### src/rtl/icache_pkg.sv
package icache_pkg;
  localparam int ADDR_W  = 32;
  localparam int DATA_W  = 32;
  localparam int WORDS   = 4;
  localparam int SETS    = 4;
  localparam int WAYS    = 4;
  localparam int LFSR_W  = 3;
  localparam int WSEL_W  = $clog2(WORDS);
  localparam int OFF_W   = WSEL_W + $clog2(DATA_W / 8);
  localparam int SET_W   = $clog2(SETS);
  localparam int WAY_W   = $clog2(WAYS);
  localparam int TAG_W   = ADDR_W - OFF_W - SET_W;
  localparam int LINE_W  = WORDS * DATA_W;

  localparam logic [1:0] MG_INVAL = 2'b01;
  localparam logic [1:0] MG_PUSH  = 2'b10;

  typedef enum logic {ST_IDLE, ST_FILL} ctl_state_t;

  function automatic logic [SET_W-1:0] addr_set(input logic [ADDR_W-1:0] a);
    return a[OFF_W +: SET_W];
  endfunction

  function automatic logic [TAG_W-1:0] addr_tag(input logic [ADDR_W-1:0] a);
    return a[ADDR_W-1 -: TAG_W];
  endfunction

  function automatic logic [WSEL_W-1:0] addr_word(input logic [ADDR_W-1:0] a);
    return a[OFF_W-1 -: WSEL_W];
  endfunction

  function automatic logic [ADDR_W-1:0] line_base(input logic [ADDR_W-1:0] a);
    return {a[ADDR_W-1:OFF_W], {OFF_W{1'b0}}};
  endfunction

  function automatic logic [DATA_W-1:0] pick_word(input logic [LINE_W-1:0] line,
                                                  input logic [WSEL_W-1:0] w);
    return line[w*DATA_W +: DATA_W];
  endfunction

  function automatic logic snoop_enabled(input logic [1:0] code);
    return (code == 2'b01) || (code == 2'b10);
  endfunction
endpackage

### src/rtl/icache_tags.sv
module icache_tags
  import icache_pkg::*;
(
  input  logic              clk,
  input  logic              rst_n,
  input  logic [SET_W-1:0]  lk_set,
  input  logic [TAG_W-1:0]  lk_tag,
  output logic [WAYS-1:0]   lk_valid,
  output logic [WAYS-1:0]   lk_hit,
  input  logic              fill_en,
  input  logic [SET_W-1:0]  fill_set,
  input  logic [WAY_W-1:0]  fill_way,
  input  logic [TAG_W-1:0]  fill_tag,
  input  logic              snp_en,
  input  logic [SET_W-1:0]  snp_set,
  input  logic [TAG_W-1:0]  snp_tag,
  input  logic              mg_en,
  input  logic [SET_W-1:0]  mg_set,
  input  logic [TAG_W-1:0]  mg_tag,
  output logic [SETS*WAYS-1:0] valid_flat
);
  logic [WAYS-1:0]  vld_q [SETS];
  logic [TAG_W-1:0] tag_q [SETS][WAYS];
  logic [WAYS-1:0]  snp_match;
  logic [WAYS-1:0]  mg_match;

  for (genvar w = 0; w < WAYS; w++) begin : g_way
    assign snp_match[w] = snp_en && vld_q[snp_set][w] && (tag_q[snp_set][w] == snp_tag);
    assign mg_match[w]  = mg_en  && vld_q[mg_set][w]  && (tag_q[mg_set][w]  == mg_tag);
    // a line killed by a snoop this cycle no longer counts for lookup
    assign lk_valid[w]  = vld_q[lk_set][w] && !(snp_match[w] && (snp_set == lk_set));
    assign lk_hit[w]    = lk_valid[w] && (tag_q[lk_set][w] == lk_tag);


    snoop_kill_chk: assert property (@(posedge clk) disable iff (!rst_n)
      snp_match[w] |=> !vld_q[$past(snp_set)][w]);

    mgmt_kill_chk: assert property (@(posedge clk) disable iff (!rst_n)
      mg_match[w] |=> !vld_q[$past(mg_set)][w]);
  end

  for (genvar s = 0; s < SETS; s++) begin : g_flat
    assign valid_flat[s*WAYS +: WAYS] = vld_q[s];
  end

  always_ff @(posedge clk) begin
    if (!rst_n) begin
      for (int s = 0; s < SETS; s++) begin
        vld_q[s] <= '0;
        for (int w = 0; w < WAYS; w++) tag_q[s][w] <= '0;
      end
    end else begin
      if (fill_en) begin
        vld_q[fill_set][fill_way] <= 1'b1;
        tag_q[fill_set][fill_way] <= fill_tag;
      end
      for (int w = 0; w < WAYS; w++) begin
        if (snp_match[w]) vld_q[snp_set][w] <= 1'b0;
        if (mg_match[w])  vld_q[mg_set][w]  <= 1'b0;
      end
    end
  end


  hit_unique_chk: assert property (@(posedge clk) disable iff (!rst_n) $onehot0(lk_hit));
endmodule

### src/rtl/icache_victim.sv
module icache_victim
  import icache_pkg::*;
(
  input  logic             clk,
  input  logic             rst_n,
  input  logic [WAYS-1:0]  set_valid,
  output logic [WAY_W-1:0] victim
);
  logic [LFSR_W-1:0] lfsr_q;
  logic              has_free;
  logic [WAY_W-1:0]  free_way;

  always_ff @(posedge clk) begin
    if (!rst_n) lfsr_q <= LFSR_W'(1);
    else        lfsr_q <= {lfsr_q[LFSR_W-2:0], lfsr_q[LFSR_W-1] ^ lfsr_q[LFSR_W-2]};
  end

  always_comb begin
    has_free = 1'b0;
    free_way = '0;
    for (int w = WAYS - 1; w >= 0; w--) begin
      if (!set_valid[w]) begin
        has_free = 1'b1;
        free_way = WAY_W'(w);
      end
    end
  end

  assign victim = has_free ? free_way : lfsr_q[WAY_W-1:0];


  prefer_free_chk: assert property (@(posedge clk) disable iff (!rst_n)
    (set_valid != '1) |-> !set_valid[victim]);

  lfsr_live_chk: assert property (@(posedge clk) disable iff (!rst_n) lfsr_q != '0);
endmodule

### src/rtl/icache_data.sv
module icache_data
  import icache_pkg::*;
(
  input  logic              clk,
  input  logic              wr_en,
  input  logic [SET_W-1:0]  wr_set,
  input  logic [WAY_W-1:0]  wr_way,
  input  logic [LINE_W-1:0] wr_line,
  input  logic [SET_W-1:0]  rd_set,
  input  logic [WAY_W-1:0]  rd_way,
  output logic [LINE_W-1:0] rd_line
);
  logic [LINE_W-1:0] mem_q [SETS][WAYS];

  always_ff @(posedge clk) begin
    if (wr_en) mem_q[wr_set][wr_way] <= wr_line;
  end

  assign rd_line = mem_q[rd_set][rd_way];
endmodule

### src/rtl/icache_line_ctrl.sv
module icache_line_ctrl
  import icache_pkg::*;
(
  input  logic              clk,
  input  logic              rst_n,
  input  logic              fetch_req,
  input  logic [ADDR_W-1:0] fetch_addr,
  output logic              fetch_ready,
  output logic              rsp_valid,
  output logic [DATA_W-1:0] rsp_data,
  output logic              fill_req,
  output logic [ADDR_W-1:0] fill_addr,
  input  logic              fill_ack,
  input  logic [LINE_W-1:0] fill_data,
  input  logic [1:0]        mgmt_op,
  input  logic [ADDR_W-1:0] mgmt_addr,
  input  logic              snp_valid,
  input  logic              snp_write,
  input  logic [1:0]        snp_ctl,
  input  logic [ADDR_W-1:0] snp_addr
);
  ctl_state_t        state_q;
  logic [ADDR_W-1:0] req_addr_q;
  logic [WAY_W-1:0]  vic_q;
  logic              rsp_valid_q;
  logic [DATA_W-1:0] rsp_data_q;

  logic [WAYS-1:0]   lk_valid, lk_hit;
  logic [WAY_W-1:0]  hit_way, victim;
  logic [LINE_W-1:0] rd_line;
  logic [SETS*WAYS-1:0] valid_flat;

  // named internal events
  logic acc, acc_hit, acc_miss, fill_done, snp_inval, mg_inval;

  assign snp_inval = snp_valid && snp_write && snoop_enabled(snp_ctl);
  assign mg_inval  = (mgmt_op == MG_INVAL) || (mgmt_op == MG_PUSH);
  assign acc       = fetch_req && (state_q == ST_IDLE);
  assign acc_hit   = acc && (|lk_hit);
  assign acc_miss  = acc && !(|lk_hit);
  assign fill_done = (state_q == ST_FILL) && fill_ack;

  always_comb begin
    hit_way = '0;
    for (int w = 0; w < WAYS; w++) if (lk_hit[w]) hit_way = WAY_W'(w);
  end

  icache_tags u_tags (
    .clk(clk), .rst_n(rst_n),
    .lk_set(addr_set(fetch_addr)), .lk_tag(addr_tag(fetch_addr)),
    .lk_valid(lk_valid), .lk_hit(lk_hit),
    .fill_en(fill_done), .fill_set(addr_set(req_addr_q)), .fill_way(vic_q),
    .fill_tag(addr_tag(req_addr_q)),
    .snp_en(snp_inval), .snp_set(addr_set(snp_addr)), .snp_tag(addr_tag(snp_addr)),
    .mg_en(mg_inval), .mg_set(addr_set(mgmt_addr)), .mg_tag(addr_tag(mgmt_addr)),
    .valid_flat(valid_flat)
  );

  icache_victim u_victim (
    .clk(clk), .rst_n(rst_n), .set_valid(lk_valid), .victim(victim)
  );

  icache_data u_data (
    .clk(clk), .wr_en(fill_done), .wr_set(addr_set(req_addr_q)), .wr_way(vic_q),
    .wr_line(fill_data), .rd_set(addr_set(fetch_addr)), .rd_way(hit_way),
    .rd_line(rd_line)
  );

  always_ff @(posedge clk) begin
    if (!rst_n) begin
      state_q     <= ST_IDLE;
      req_addr_q  <= '0;
      vic_q       <= '0;
      rsp_valid_q <= 1'b0;
      rsp_data_q  <= '0;
    end else begin
      rsp_valid_q <= 1'b0;
      if (acc_hit) begin
        rsp_valid_q <= 1'b1;
        rsp_data_q  <= pick_word(rd_line, addr_word(fetch_addr));
      end else if (acc_miss) begin
        state_q    <= ST_FILL;
        req_addr_q <= fetch_addr;
        vic_q      <= victim;
      end else if (fill_done) begin
        state_q     <= ST_IDLE;
        rsp_valid_q <= 1'b1;
        rsp_data_q  <= pick_word(fill_data, addr_word(req_addr_q));
      end
    end
  end

  assign fetch_ready = (state_q == ST_IDLE);
  assign fill_req    = (state_q == ST_FILL);
  assign fill_addr   = line_base(req_addr_q);
  assign rsp_valid   = rsp_valid_q;
  assign rsp_data    = rsp_data_q;


  fill_hold_chk: assert property (@(posedge clk) disable iff (!rst_n)
    (fill_req && !fill_ack) |=> (fill_req && $stable(fill_addr)));

  fill_rsp_chk: assert property (@(posedge clk) disable iff (!rst_n)
    (fill_req && fill_ack) |=> (rsp_valid && !fill_req));

  hit_rsp_chk: assert property (@(posedge clk) disable iff (!rst_n)
    acc_hit |=> (rsp_valid && !fill_req));

  snoop_read_chk: assert property (@(posedge clk) disable iff (!rst_n)
    (snp_valid && !snp_write && !mg_inval && !fill_done) |=> $stable(valid_flat));

  busy_chk: assert property (@(posedge clk) disable iff (!rst_n)
    fill_req |-> !fetch_ready);
endmodule

### config.mk
export PLATFORM = sky130hd
export DESIGN_NAME = icache_line_ctrl
export DESIGN_NICKNAME = d
export VERILOG_FILES = /design/src/rtl/icache_pkg.sv /design/src/rtl/icache_tags.sv /design/src/rtl/icache_victim.sv /design/src/rtl/icache_data.sv /design/src/rtl/icache_line_ctrl.sv
export SDC_FILE = /design/constraint.sdc
export NUM_CORES = 2
export LEC_CHECK = 0
export ABC_AREA = 1
export BUFFER_PORTS_ARGS = -buffer_cell sky130_fd_sc_hd__buf_2
export CORE_ASPECT_RATIO = 0.8
export CORE_MARGIN = 4
export CORE_UTILIZATION = 30
export DETAILED_ROUTE_END_ITERATION = 8
export PLACE_DENSITY = 0.53
export SETUP_SLACK_MARGIN = 0.1
export SLEW_MARGIN = 20
export SYNTH_ARGS = -nofsm -noshare
export SYNTH_HDL_FRONTEND = slang
export SYNTH_SLANG_ARGS = --single-unit
### constraint.sdc
create_clock -name clk -period 23.3 [get_ports clk]
set_clock_uncertainty 0.05 [all_clocks]
set_input_delay 2.33 -clock clk [delete_from_list [all_inputs] [get_ports clk]]
set_output_delay 2.33 -clock clk [all_outputs]
set_load 0.02 [all_outputs]
==> metrics.md <==
| Metric | Value |
|---|---|
| Status | `completed` |
| Design Area, Final | `~130000 um2` |
| Clk Latency, worst-skew pair | `0.95 ns` |
| First-pass GRT wire length | `about 610000 um` |
| Starting Density | `~30%` |
| Cells on worst reg2reg path | `19` |
| Clock Tree Root | `clkbuf_16` |
| Seq/Total Area, Yosys | `66.37%` |
| R2r endpoint | `rsp_data[17]` |
| Drt total wl | `439900 um` |
| Area delta synth->final | `13.15%` |
| Via count | `~87000` |
| Reg clk slew, reported paths | `about 0.060 ns` |
| Vias in the first global route | `approximately 80000` |
| Clock Tree Buf Depth | `4` |
| Yosys reg bits | `2549` |
| Synth area leader | `edfxtp_1` |
| Max cap viols | `0` |
| Tightest Pin Transition | `between 1 and 1.5 ns` |
| WHS Path Cells | `1` |
| Hold Path Origin | `u_victim.lfsr_q[2]` |
| R2R Setup Slk | `~17 ns` |
| Hold EP | `u_victim.lfsr_q[0]` |
| Overall die area | `about 390000 um2` |
| Die height | `~560 um` |
| CTS tree | `done` |
| Tmin final | `9.132 ns` |
| Core area | `between 300000 and 400000 um2` |
| Met1 GRT Util | `31.26%` |
| WP data arrival | `9.91 ns` |
| Crit path capture type | `flip-flop` |
| # rows | `about 200` |
| Initial antenna violation count | `97` |
| Vias per cell | `roughly 5.4` |
| H-tree lvl count | `5` |
| Count of cell types in the netlist | `50` |
| Post-route ant nets | `0` |
| # DRC | `0` |
| Mapped Avg Cell Area | `~11 um2` |
| CP required | `24.08 ns` |
| Leak | `around 45 nW` |
| Min Hold Slack | `~0.39 ns` |
| Cell with the most instances after synthesis | `edfxtp_1` |
| EDFF count, synth | `2464` |
| CTS Hold Buffers Added | `0` |
| Port Buffers | `between 200 and 300` |
| Final Hold Fails | `0` |
| Final worst path period share | `about two fifths` |
| Yosys top cell area share | `between 60% and 70%` |
| CTS sink cnt | `between 2000 and 3000` |
| Fmax | `~0.11 GHz` |
| FFs w/ async S/R, synth | `0%` |
| Total negative setup slack | `0 ns` |
| Post-Syn Area | `roughly 110000 um2` |
| Ranking of synthesized cells by area | `edfxtp_1 (65%), nand2_1 (7.7%), o21ai_0 (5.0%), nor2_1 (4.6%), a21oi_1 (2.4%)` |
| Synth warn | `0` |
| RR Startpoint | `u_tags.tag_q[0][25]` |
| Leading post-synthesis cells by instance count | `edfxtp_1 (2464), nand2_1 (2328), nor2_1 (1402), o21ai_0 (1133), a21oi_1 (557)` |
| Post-CTS Setup Bufs | `0` |
| Total GRT Usage | `a little over a fifth` |
| Nets@finish | `10984` |
| Pwr per Cell Area | `about 81 nW/um2` |
| Worst vdd ir | `about 0.077 mV` |
| Unrepaired setup endpoints after global routing | `no` |
| HP Class | `flip-flop to flip-flop` |
| Placed inst area | `120100 um2` |
| Rel. slew slack | `approximately 13%` |
| Die W | `around 700 um` |
| Routability cong. | `roughly 0.99` |
| Pins Over Slew Limit | `0` |
| Syn Inst Count | `around 11000` |
| Routed length per placed instance | `about 28 um` |
| CP startpoint kind | `input port` |
| Top FF cell, synth | `edfxtp_1` |
| Iteration-0 DRC Markers | `roughly 12000` |
| Largest net degree at the start of global routing | `181` |
| CTS Buf Count | `roughly 280` |
| Met3 Use GR | `4.733%` |
| Grt met2 use | `around a third` |
| First-pass DRT Iterations | `8` |
| Final setup viols | `0` |
| Dpl hpwl | `251100 um` |
| Post_cts resized | `0` |
| Total grt overflow | `0` |
| Most Crowded Layer GR | `met2` |
| Filler cells | `38054` |
| Layout cells sized above 1 | `8.402%` |
| Crit Path Max Fanout | `135` |
| Kind of critical path | `input port to flip-flop` |
| I/O pin count | `~300` |
[per-layer routing]
layer | vias to the layer above | wire [um] | share of wire (%)
met5 | - | 149 | 0.034
met4 | 28 | 13380 | 3.0
met3 | 807 | 45730 | 10
met2 | 4673 | 190400 | 43
met1 | 43098 | 190200 | 43
li1 | 38254 | - | -
[kinds of logic (layout without fill, tap and decap cells)]
logic type / Yosys count / count (layout) / share of synthesized area [%]
and+or+nand+nor: 4430 / 4430 / 15.59
DFF: 2549 / 2549 / 66.37
AOI/OAI and AO/OA: 2511 / 2511 / 12.70
buffers and inverters: 1167 / 1350 / 4.327
xor gates and xnor gates: 130 / 130 / 0.9984
other: 1 / 26 / 0.003288
[critical path: stages]
cell,delay (ns)
buf_8,0.27
inv_8,0.52
buf_4,0.83
buf_4,0.77
nand2_1,0.12
nand3_1,0.10
nand2_1,0.08
xor2_1,0.16
nand2_1,0.10
nor3_1,0.14
nand2_1,0.07
nor2_1,0.33
nand2_1,0.13
nor2_1,0.47
nand2_4,0.35
nand2_8,0.39
buf_12,0.59
buf_4,0.76
o21ai_0,0.19
nand3_1,0.16
nand3_1,0.25
nand3_1,0.18
nand3_1,0.10
nand2_1,0.09
inv_1,0.04
[worst max path at each step]
| stage | to | startpoint | cells after the start |
|---|---|---|---|
| 5_1_grt | rsp_data[1] | fetch_addr[4] | 25 |
| 2_1_floorplan | u_tags.tag_q[2][57] | fill_ack | 7 |
| 3_3_place_gp | rsp_data[1] | fetch_addr[4] | 25 |
| 6_report | rsp_data[17] | fetch_addr[4] | 25 |
| 4_1_cts | rsp_data[1] | fetch_addr[4] | 25 |
| 3_5_place_dp | rsp_data[1] | fetch_addr[4] | 25 |
[where the power goes]
group	internal, mW	total [mW]	switching [mW]	leakage, nW
Sequential	5.08	5.12	0.0364	23.4
Combinational	0.207	0.881	0.674	17.6
Clock	2.48	4.39	1.91	4.36
Total	7.77	10.4	2.62	45.3
[stage by stage]
stage                     power [mW]  worst slack, ns  instances  util (%)
after global placement         6.068            13.29      15464     31.72
final                          10.39            14.17      15994     34.08
after CTS                      10.42            14.31      15971     34.06
after global routing           10.70            13.94      15978     34.07
after floorplan                5.684            13.33      10791         -
after detailed placement       6.069            13.32      15464     31.72
[cell type report]
cell class | instances | area, um2 | area share (%)
Tap cell | 4998 | 6254 | 4.846
Clock buffer | 371 | 7719 | 5.982
Antenna cell | 22 | 55.05 | 0.04267
Clock inverter | 136 | 1127 | 0.8737
Sequential cell | 2549 | 75700 | 58.66
Multi-Input combinational cell | 7075 | 33670 | 26.10
Inverter | 387 | 1484 | 1.150
Timing Repair Buffer | 456 | 3024 | 2.344
[flip-flops by register name, summed over array words and instances (netlist names)]
| name | cells |
|---|---|
| fill_req | 1 |
| u_tags.tag_q | 416 |
| u_data.mem_q | 2048 |
| req_addr_q | 30 |
| vic_q | 2 |
| u_tags.vld_q | 16 |
| rsp_data | 32 |
| u_victim.lfsr_q | 3 |
| rsp_valid | 1 |
[cell usage in the layout, fill, tap and decap left out, drive strengths merged, types with 13 or more instances in the layout]
cell	instances
diode	22
bufinv	13
clkinv	135
o21bai	14
o21ai	1138
a221oi	41
nand3b	59
o21a	27
buf	456
a22oi	140
nand3	524
nand2	2332
nor4	18
o22ai	358
nor2	1406
edfxtp	2464
clkbuf	371
inv	373
a21oi	557
nand4	49
nor3	29
dfxtp	85
o211ai	90
xor2	120
a32o	64
o221ai	43
No activity file was read; power rests on OpenSTA's default activity.
